`src/rtl/seq_frame_pkg.sv`:
```
package seq_frame_pkg;

  typedef enum logic [1:0] {
    ST_IDLE = 2'd0,
    ST_FILL = 2'd1,
    ST_WAIT = 2'd2,
    ST_DONE = 2'd3
  } seq_state_e;

  // width needed to hold values 0..n-1, never below one bit
  function automatic int unsigned cnt_w(input int unsigned n);
    return (n < 2) ? 1 : $clog2(n);
  endfunction

endpackage

```
`src/rtl/seq_pace_div.sv`:
```
module seq_pace_div
  import seq_frame_pkg::*;
#(
  parameter int unsigned DIV = 8
) (
  input  logic clk,
  input  logic rst_n,
  output logic tick
);
  localparam int unsigned CW = cnt_w(DIV);

  logic [CW-1:0] cnt_q;

  always_ff @(posedge clk or negedge rst_n) begin
    if (!rst_n) begin
      cnt_q <= '0;
    end else if (cnt_q == CW'(DIV - 1)) begin
      cnt_q <= '0;
    end else begin
      cnt_q <= cnt_q + 1'b1;
    end
  end

  assign tick = (cnt_q == CW'(DIV - 1));

  generate
    if (DIV > 1) begin : g_spacing_chk
      AST_TICK_SPACED: assert property (@(posedge clk) disable iff (!rst_n)
        tick |=> !tick);
    end
  endgenerate

endmodule

```
`src/rtl/seq_word_packer.sv`:
```
module seq_word_packer
  import seq_frame_pkg::*;
#(
  parameter int unsigned WORD_BYTES = 4
) (
  input  logic                          clk,
  input  logic                          rst_n,
  input  logic                          clear,
  input  logic                          load,
  input  logic [cnt_w(WORD_BYTES)-1:0]  lane,
  input  logic [7:0]                    byte_in,
  output logic [8*WORD_BYTES-1:0]       word
);
  localparam int unsigned LW = cnt_w(WORD_BYTES);

  generate
    for (genvar g = 0; g < WORD_BYTES; g++) begin : g_lane
      logic [7:0] q;
      always_ff @(posedge clk or negedge rst_n) begin
        if (!rst_n) begin
          q <= '0;
        end else if (clear) begin
          q <= '0;
        end else if (load && (lane == LW'(g))) begin
          q <= byte_in;
        end
      end
      assign word[8*g +: 8] = q;
    end
  endgenerate

endmodule

```
`src/rtl/seq_target_rotator.sv`:
```
module seq_target_rotator
  import seq_frame_pkg::*;
#(
  parameter int unsigned NUM_DEV        = 3,
  parameter int unsigned FRAMES_PER_DEV = 65536
) (
  input  logic               clk,
  input  logic               rst_n,
  input  logic               advance,
  output logic [NUM_DEV-1:0] dev_sel
);
  localparam int unsigned FW = cnt_w(FRAMES_PER_DEV);
  localparam int unsigned DW = cnt_w(NUM_DEV);

  logic [FW-1:0] frame_cnt_q;
  logic [DW-1:0] dev_idx_q;
  logic [DW-1:0] dev_idx_nx;
  logic          quota_end;

  assign quota_end  = (frame_cnt_q == FW'(FRAMES_PER_DEV - 1));
  assign dev_idx_nx = (dev_idx_q == DW'(NUM_DEV - 1)) ? '0 : dev_idx_q + 1'b1;

  always_ff @(posedge clk or negedge rst_n) begin
    if (!rst_n) begin
      frame_cnt_q <= '0;
      dev_idx_q   <= '0;
      dev_sel     <= NUM_DEV'(1);
    end else if (advance) begin
      if (quota_end) begin
        frame_cnt_q <= '0;
        dev_idx_q   <= dev_idx_nx;
        dev_sel     <= NUM_DEV'(1) << dev_idx_nx;
      end else begin
        frame_cnt_q <= frame_cnt_q + 1'b1;
      end
    end
  end

  AST_SEL_ONE_HOT: assert property (@(posedge clk) disable iff (!rst_n)
    $countones(dev_sel) == 1);
  AST_SEL_MOVES_AFTER_FRAME: assert property (@(posedge clk) disable iff (!rst_n)
    !$stable(dev_sel) |-> $past(advance));

endmodule

```
`src/rtl/seq_frame_writer.sv`:
```
module seq_frame_writer
  import seq_frame_pkg::*;
#(
  parameter int unsigned FRAME_BYTES    = 162,
  parameter int unsigned WORD_BYTES     = 4,
  parameter int unsigned BUS_DIV        = 8,
  parameter int unsigned NUM_DEV        = 3,
  parameter int unsigned FRAMES_PER_DEV = 65536
) (
  input  logic                    clk,
  input  logic                    rst_n,
  input  logic                    frame_go,
  input  logic [7:0]              src_byte,
  output logic                    src_pop,
  output logic                    bus_wr,
  output logic [8*WORD_BYTES-1:0] bus_data,
  output logic [NUM_DEV-1:0]      dev_sel,
  output logic                    overrun
);
  localparam int unsigned WW = 8 * WORD_BYTES;
  localparam int unsigned LW = cnt_w(WORD_BYTES);
  localparam int unsigned BW = cnt_w(FRAME_BYTES + 1);

  seq_state_e    state_q;
  logic [LW-1:0] lane_q;
  logic [BW-1:0] byte_idx_q;
  logic          tick;
  logic [WW-1:0] packed_word;
  logic          pk_load;
  logic          pk_clear;
  logic          issue;
  logic          advance;
  logic          busy;
  logic          word_full;

  seq_pace_div #(.DIV(BUS_DIV)) u_pace (
    .clk  (clk),
    .rst_n(rst_n),
    .tick (tick)
  );

  seq_word_packer #(.WORD_BYTES(WORD_BYTES)) u_pack (
    .clk    (clk),
    .rst_n  (rst_n),
    .clear  (pk_clear),
    .load   (pk_load),
    .lane   (lane_q),
    .byte_in(src_byte),
    .word   (packed_word)
  );

  seq_target_rotator #(
    .NUM_DEV       (NUM_DEV),
    .FRAMES_PER_DEV(FRAMES_PER_DEV)
  ) u_rot (
    .clk    (clk),
    .rst_n  (rst_n),
    .advance(advance),
    .dev_sel(dev_sel)
  );

  assign pk_load   = (state_q == ST_FILL);
  assign src_pop   = pk_load;
  assign issue     = (state_q == ST_WAIT) && tick;
  assign pk_clear  = issue;
  assign advance   = (state_q == ST_DONE);
  assign busy      = (state_q != ST_IDLE);
  assign word_full = (lane_q == LW'(WORD_BYTES - 1)) ||
                     (byte_idx_q == BW'(FRAME_BYTES - 1));

  always_ff @(posedge clk or negedge rst_n) begin
    if (!rst_n) begin
      state_q    <= ST_IDLE;
      lane_q     <= '0;
      byte_idx_q <= '0;
      bus_wr     <= 1'b0;
      bus_data   <= '0;
    end else begin
      bus_wr <= 1'b0;
      unique case (state_q)
        ST_IDLE: begin
          if (frame_go) begin
            state_q    <= ST_FILL;
            lane_q     <= '0;
            byte_idx_q <= '0;
          end
        end
        ST_FILL: begin
          byte_idx_q <= byte_idx_q + 1'b1;
          lane_q     <= lane_q + 1'b1;
          if (word_full) begin
            state_q <= ST_WAIT;
          end
        end
        ST_WAIT: begin
          if (tick) begin
            bus_wr   <= 1'b1;
            bus_data <= packed_word;
            lane_q   <= '0;
            if (byte_idx_q == BW'(FRAME_BYTES)) begin
              state_q <= ST_DONE;
            end else begin
              state_q <= ST_FILL;
            end
          end
        end
        ST_DONE: begin
          state_q <= ST_IDLE;
        end
        default: state_q <= ST_IDLE;
      endcase
    end
  end

  always_ff @(posedge clk or negedge rst_n) begin
    if (!rst_n) begin
      overrun <= 1'b0;
    end else if (frame_go && busy) begin
      overrun <= 1'b1;
    end
  end

  AST_STROBE_SINGLE: assert property (@(posedge clk) disable iff (!rst_n)
    bus_wr |=> !bus_wr);
  AST_STROBE_ON_ENABLE: assert property (@(posedge clk) disable iff (!rst_n)
    bus_wr |-> $past(tick));
  AST_OVERRUN_SET: assert property (@(posedge clk) disable iff (!rst_n)
    (frame_go && busy) |=> overrun);
  AST_OVERRUN_STICKY: assert property (@(posedge clk) disable iff (!rst_n)
    overrun |=> overrun);
  AST_NO_POP_WHILE_IDLE: assert property (@(posedge clk) disable iff (!rst_n)
    ($past(state_q) == ST_IDLE && !$past(frame_go)) |-> !src_pop);

endmodule

```
`config.mk`:
```
export PLATFORM = sky130hd
export DESIGN_NAME = seq_frame_writer
export DESIGN_NICKNAME = d
export VERILOG_FILES = /design/src/rtl/seq_frame_pkg.sv /design/src/rtl/seq_pace_div.sv /design/src/rtl/seq_word_packer.sv /design/src/rtl/seq_target_rotator.sv /design/src/rtl/seq_frame_writer.sv
export SDC_FILE = /design/constraint.sdc
export NUM_CORES = 1
export LEC_CHECK = 0
export BUFFER_PORTS_ARGS = -buffer_cell sky130_fd_sc_hd__buf_4
export CAP_MARGIN = 30
export CORE_UTILIZATION = 55
export DETAILED_ROUTE_END_ITERATION = 7
export PLACE_DENSITY = 0.75
export RECOVER_POWER = 100
export SYNTH_ARGS = -nofsm -noshare
export SYNTH_HDL_FRONTEND = slang
export SYNTH_SLANG_ARGS = --single-unit
export TNS_END_PERCENT = 100
```
`constraint.sdc`:
```
create_clock -name clk -period 2.1 [get_ports clk]
set_input_delay 0.42 -clock clk [delete_from_list [all_inputs] [get_ports clk]]
set_output_delay 0.42 -clock clk [all_outputs]
set_load 0.02 [all_outputs]
```
==> run summary, run 1 <==
Outcome = finished clean
Most frequent cell after synthesis = nand2_1
Max-slew violation count = 0
Post-layout min period = 1.97 ns
Yosys warning count = 0
CTS Buffer Depth = 2
Util after Layout = 65.3%
Yosys top cell area share = 57.9%
Total global routing overflow = 0
DP Area = 4760 sq um
Syn_nets = 468
Placed Cells = 582
Number of remaining DRC errors = 0
CTS sink count = 100
H-tree depth = 3
Syn_area_per_cell = 9.57 sq um
Area of the multi-input gates = 1630 sq um
Fill cells = 653
Design area = 4810 sq um
Die H = 90.2 um
EDFF count, synth = 0
Routed len/inst = 14.1 um
Period utilization = 94.0%
First drt pass iteration count = 4
CORE AREA = 7370 sq um
Top Ports = 49
Number of global-route vias before repair = 3199
Final Hold Viols = 0
Post-synthesis cell type count = 38
Final WS setup = 0.127 ns
1st-iter DRT viols = 193
Worst hold path class = primary input to flop
CTS tree = yes
Die area = 8130 sq um
GR Util All Layers = 22.9%
Pwr dens = 696 nW/um^2
Vias = 3205
Global placement routability congestion = 0.841
RSZ-0062 raised after global routing = false
Max_cap viols = 0
Initial antenna violation count = 0
Total power = 3.35 mW
Final Skew = 0.0110 ns
Crit path max fanout = 12
Total routed wirelength = 8.44 mm
FFs w/ async S/R, synth = 100%
Die W = 90.2 um
Critical Path Source Type = flop
Worst path required time = 1.68 ns
Dominant synthesized flop cell = dfrtp_1
Top cell type by total area after synthesis = dfrtp_1
FF+latch area = 2500 sq um
Ant. Diodes = 0
Largest net degree at the start of global routing = 66
Detail Route Antenna Nets = 0
Worst vdd ir = 0.473 mV
Num CTS Buffers = 9
Vias per cell = 5.35
Setup WS pre-CTS = 0.294 ns
Nets = 517
CP Capture Type = output pin
F_max = 0.507 GHz
Clk root buf = clkbuf_8
Initial Util = 58.0%
Clk_lat worst skew = 0.36 ns
Crit path DAT = 1.55 ns
Yosys reg bits = 100
First-pass GRT wire length = 14.7 mm
Slew @ Worst Pin = 0.803 ns
Setup Viol. Count Final = 0
Post-Layout Cell Count = 599
Worst Setup Path Type = flop to output pin
Final TNS setup = 0 ns
Cell Area, Synth = 4280 sq um
Port Buffers = 48
Pleak = 2.31 nW
# rows = 31
Final hold slack = 0.351 ns
Top cells by count, synth = 147 x nand2_1, 99 x dfrtp_1, 42 x nand3_1
HPWL Detailed = 5.82 mm
Layout area overhead = 12.6%
Synth top area cells = dfrtp_1 58%, nand2_1 13%, nand3_1 4.9%, a21oi_1 4.1%, ha_1 2.9%
Gate Count Post-Synth = 447
Proportion of layout cells with a drive suffix above 1 = 9.60%
Clk pin slew, worst setup/hold paths = 0.09 ns
Sequential-to-total area share from yosys stat = 58.5%
Worst slew margin = 46.5%
[logic make-up after synthesis]
family | synth area share [%]
and+or+nand+nor | 24.4
DFF | 58.5
AOI/OAI and AO/OA | 6.50
buffers and inverters | 3.36
xor gates and xnor gates | 2.66
adders and majority gates | 2.93
muxes | 1.61
[flip-flops by register name (all words and copies together), names as in the netlist, 2 cells and up]
signal,cells
bus_data,32
byte_idx_q,8
lane_q,2
state_q,2
u_pace.cnt_q,3
u_pack.g_lane.q,32
u_rot.dev_sel,2
u_rot.frame_cnt_q,16
[cells in the final DEF (no fill, tap or decap), types with 3 or more instances in the layout]
| cell | netlist | final |
|---|---|---|
| inv_1 | 10 | 10 |
| xor2_1 | 3 | 3 |
| a21oi_1 | 35 | 35 |
| xnor2_1 | 10 | 10 |
| nor2_1 | 14 | 14 |
| nor3_1 | 3 | 3 |
| o21ai_0 | 9 | 9 |
| nor4_1 | 3 | 3 |
| clkbuf_1 | 11 | 39 |
| dfrtp_1 | 99 | 98 |
| nand2_1 | 147 | 147 |
| ha_1 | 10 | 10 |
| mux2_2 | 3 | 3 |
| clkbuf_8 | 0 | 10 |
| nand4_1 | 7 | 7 |
| nor2b_1 | 3 | 3 |
| nand3_1 | 42 | 42 |
| buf_4 | 0 | 15 |
| clkbuf_2 | 0 | 4 |
[where the power goes]
group / switching, mW / internal [mW]
combinational: 0.127 / 0.0501
clock: 0.612 / 0.575
sequential: 0.0206 / 1.96
[metal layers]
| layer | share of wire, % | track usage [%] | up-vias |
|---|---|---|---|
| li1 | - | - | 1577 |
| met1 | 44 | 31.0 | 1544 |
| met2 | 49 | 37.0 | 73 |
| met3 | 5.3 | 5.50 | 11 |
| met4 | 1.6 | 6.72 | 0 |
| met5 | 0 | 0 | - |
[layout make-up]
type / instances / share of cell area, %
clock buffers: 11 / 2.94
clock inverters: 4 / 1.04
inverters: 11 / 0.884
multi-input cells: 314 / 33.8
flip-flops and latches: 100 / 52.0
well taps: 99 / 2.57
repair buffers: 60 / 6.76
[what timing repair did]
| item | 4_1_cts | 5_1_grt |
|---|---|---|
| buffers inserted | 1 | 0 |
| endpoints found under the hold margin | 21 | 0 |
| endpoints found under the setup margin | 1 | 0 |
| hold buffers | 1 | 0 |
| gates resized for setup | 2 | 0 |
[worst paths after layout]
| path | startpoint | endpoint | slack, ns | depth (start not counted) |
|---|---|---|---|---|
| worst max-delay path | state_q[1]$_DFFE_PN0P_ | src_pop | 0.13 | 4 |
| worst min-delay path | src_byte[3] | u_pack.g_lane[3].q[3]$_DFFE_PN0P_ | 0.35 | 3 |
| worst max register to register | state_q[1]$_DFFE_PN0P_ | u_pack.g_lane[0].q[3]$_DFFE_PN0P_ | 0.22 | 7 |
| worst min register to register | u_pace.cnt_q[0]$_DFF_PN0_ | u_pace.cnt_q[0]$_DFF_PN0_ | 0.43 | 1 |
| max in group asynchronous | rst_n | state_q[1]$_DFFE_PN0P_ | 0.35 | 3 |
| min in group asynchronous | rst_n | u_rot.frame_cnt_q[12]$_DFFE_PN0N_ | 0.68 | 2 |
[worst max-delay path: stages, from the launching register on]
cell,delay (ns)
dfrtp_2,0.50
inv_1,0.11
nand2_1,0.18
clkinvlp_2,0.21
clkbuf_2,0.20
Power figures use the tool's default switching activity.
==> inputs of run 2 (changes only) <==
--- a/config.mk
+++ b/config.mk
@@ -9,9 +9,10 @@
 export CAP_MARGIN = 30
 export CORE_UTILIZATION = 55
 export DETAILED_ROUTE_END_ITERATION = 7
-export PLACE_DENSITY = 0.75
+export PLACE_DENSITY = 0.74
 export RECOVER_POWER = 100
 export SYNTH_ARGS = -nofsm -noshare
 export SYNTH_HDL_FRONTEND = slang
+export SYNTH_HIERARCHICAL = 1
 export SYNTH_SLANG_ARGS = --single-unit
 export TNS_END_PERCENT = 100
==> run 2 against run 1 <==
Compared with the run above: register-to-register slack lost 0.11 ns; sequential share of layout area down 1.6 points; synthesized area grew 7.6%; clock skew down 0.0018 ns; critical endpoint unchanged.
==> run summary, run 2 <==
Outcome = finished clean
Clk pin slew, worst setup/hold paths = 0.09 ns
Commonest cells after routing, fill and taps aside = 100 x dfrtp_1, 42 x nand2b_1, 38 x mux2i_1, 38 x clkbuf_1, 28 x mux2_1
Final Skew = 0.00918 ns
Routed len/inst = 15.8 um
CTS Buffer Depth = 2
Die area = 8730 sq um
Layout area overhead = 8.89%
First drt pass iteration count = 4
CTS tree = yes
Max-slew violation count = 0
Resize count post-CTS = 0
Fill cells = 692
Final hold slack = 0.309 ns
FFs w/ async S/R, synth = 100%
Clk_lat worst skew = 0.36 ns
Setup Viol. Count Final = 0
Pint = 4.13 mW
Syn_nets = 369
1st-iter DRT viols = 67
Reg2reg setup slack = 0.11 ns
# rows = 32
Worst path required time = 1.68 ns
F_max = 0.502 GHz
RSZ-0062 raised after global routing = false
Nets = 419
Vias = 2746
CP Launch Point = state_q[1]$_DFFE_PN0P_
H-tree depth = 3
Switching share of total power = 35.8%
Final Hold Viols = 0
Clk root buf = clkbuf_8
Detail Route Antenna Nets = 0
Post-layout min period = 1.99 ns
Worst reg2reg endpoint = u_pack/g_lane[0].q[0]$_DFFE_PN0P_
Logic pwr share = 30.9%
Top Ports = 49
Total global routing overflow = 0
Top cell type by total area after synthesis = dfrtp_1
Cell Area, Synth = 4600 sq um
Met3 Use GR = 5.12%
Initial Util = 58.0%
Worst slew margin = 40.9%
Critical path capture point = src_pop
Worst Setup Path Type = flop to output pin
Yosys reg bits = 101
Critical Path Source Type = flop
Global placement routability congestion = 0.842
Met2 Use GR = 30.5%
Net switching power = 2.30 mW
Slew @ Worst Pin = 0.886 ns
CP Capture Type = output pin
Number of remaining DRC errors = 0
Number of global-route vias before repair = 2686
GR Util met1 = 29.6%
Worst vdd ir = 0.646 mV
Ant. Diodes = 0
Proportion of layout cells with a drive suffix above 1 = 12.8%
Die W = 93.5 um
Num CTS Buffers = 9
HPWL Detailed = 5.59 mm
CORE AREA = 7930 sq um
Die H = 93.5 um
GR Util All Layers = 20.4%
Largest net degree at the start of global routing = 49
Registers with the most flip-flops = bus_data (32), u_pack/g_lane.q (32), u_rot/frame_cnt_q (16)
Design area = 5010 sq um
Total routed wirelength = 8.05 mm
Period utilization = 94.9%
Most Crowded Layer GR = met2
Yosys top cell area share = 54.4%
Initial antenna violation count = 0
Syn_area_per_cell = 13.1 sq um
Crit path max fanout = 12
Synth top area cells = dfrtp_1 54%, mux2_4 10%, mux2i_1 8.3%, nand2b_1 5.7%, xnor2_1 2.5%
DP Area = 5050 sq um
Gate Count Post-Synth = 351
RR Startpoint = state_q[1]$_DFFE_PN0P_
Seq pwr share = 49.3%
CTS sink count = 101
Yosys warning count = 6
Clock share of power = 19.9%
Top cells by count, synth = 100 x dfrtp_1, 42 x nand2b_1, 38 x mux2i_1
Placed Cells = 491
First-pass GRT wire length = 13.6 mm
Pleak = 2.50 nW
Port Buffers = 48
Vias per cell = 5.41
Post-Layout Cell Count = 508
Post-synthesis cell type count = 47
Reg2Reg Depth = 4
Dominant synthesized flop cell = dfrtp_1
Final TNS setup = 0 ns
EDFF count, synth = 0
Crit path DAT = 1.57 ns
Max_cap viols = 0
Worst hold path class = primary input to flop
Sequential-to-total area share from yosys stat = 55.0%
Most common cell after layout, fill and taps aside = dfrtp_1
Pwr dens = 1280 nW/um^2
Most frequent cell after synthesis = dfrtp_1
[run 2: changes by cell type after synthesis, sizes merged, moves of 3 or more]
cell,before,now
mux2i,2,38
mux2,4,38
nand2,149,17
o21ai,9,4
nand2b,2,42
nand3,42,6
clkbuf,11,6
a22o,1,4
ha,10,7
a21oi,35,0
xnor2,10,13
[run 2: kinds of logic (layout without fill, tap and decap cells)]
family / after synthesis / in the layout / share of synthesized area, %
multiplexers: 76 / 76 / 20.2
AO/OA/AOI/OAI: 18 / 18 / 2.91
AND/OR/NAND/NOR: 108 / 108 / 13.8
buffers and inverters: 27 / 82 / 3.59
XOR/XNOR: 14 / 14 / 2.67
flip-flops: 101 / 101 / 55.0
adder cells (fa/ha/maj): 7 / 7 / 1.90
[run 2: how the worst min path moves through the flow]
stage	start	end	slack, ns	cells past startpoint
after detailed placement	rst_n	bus_data[27]$_DFFE_PN0P_	0.40	1
after global routing	frame_go	overrun$_DFFE_PN0P_	0.31	2
after global placement	rst_n	bus_data[27]$_DFFE_PN0P_	0.40	1
after CTS	frame_go	overrun$_DFFE_PN0P_	0.30	2
final	frame_go	overrun$_DFFE_PN0P_	0.31	2
after floorplan	rst_n	bus_data[0]$_DFFE_PN0P_	0.12	0
[run 2: cell type report]
class | instances | area [sq um] | share of cell area (%)
clock buffer | 12 | 155 | 3.10
timing repair buffer | 56 | 304 | 6.07
tap | 102 | 128 | 2.55
inverter | 10 | 37.5 | 0.749
sequential | 101 | 2530 | 50.5
multi-input combinational | 223 | 1800 | 36.0
clock inverter | 4 | 55.1 | 1.10
[run 2: critical path, cell delays in order (launching register included)]
cell	delay, ns
dfrtp_1	0.51
nand2b_1	0.27
inv_1	0.24
buf_4	0.19
[run 2: power groups by stage]
| stage | combinational [mW] | sequential (mW) | clock, mW |
|---|---|---|---|
| 2_1_floorplan | 1.37 | 3.39 | 0 |
| 3_3_place_gp | 2.35 | 3.21 | 0 |
| 3_5_place_dp | 2.41 | 3.23 | 0 |
| 4_1_cts | 2.42 | 3.21 | 1.32 |
| 5_1_grt | 2.17 | 3.27 | 1.39 |
| 6_report | 1.98 | 3.17 | 1.28 |
[run 2: metrics by stage]
stage	setup WS, ns	power [mW]	util [%]
after floorplan	0.241	4.77	-
after global placement	0.128	5.56	63.7
after detailed placement	0.142	5.64	63.7
after CTS	0.104	6.95	66.5
after global routing	0.0208	6.83	63.2
final	0.107	6.43	63.2
[run 2: layer usage]
layer | vias to the layer above | share of wire [%]
li1 | 1302 | -
met1 | 1395 | 50
met2 | 41 | 46
met3 | 8 | 3.1
met4 | 0 | 1.1
met5 | - | 0
[run 2: what timing repair did]
action	4_1_cts	5_1_grt
hold buffers	1	0
endpoints found under the hold margin	2	0
setup buffers	0	0
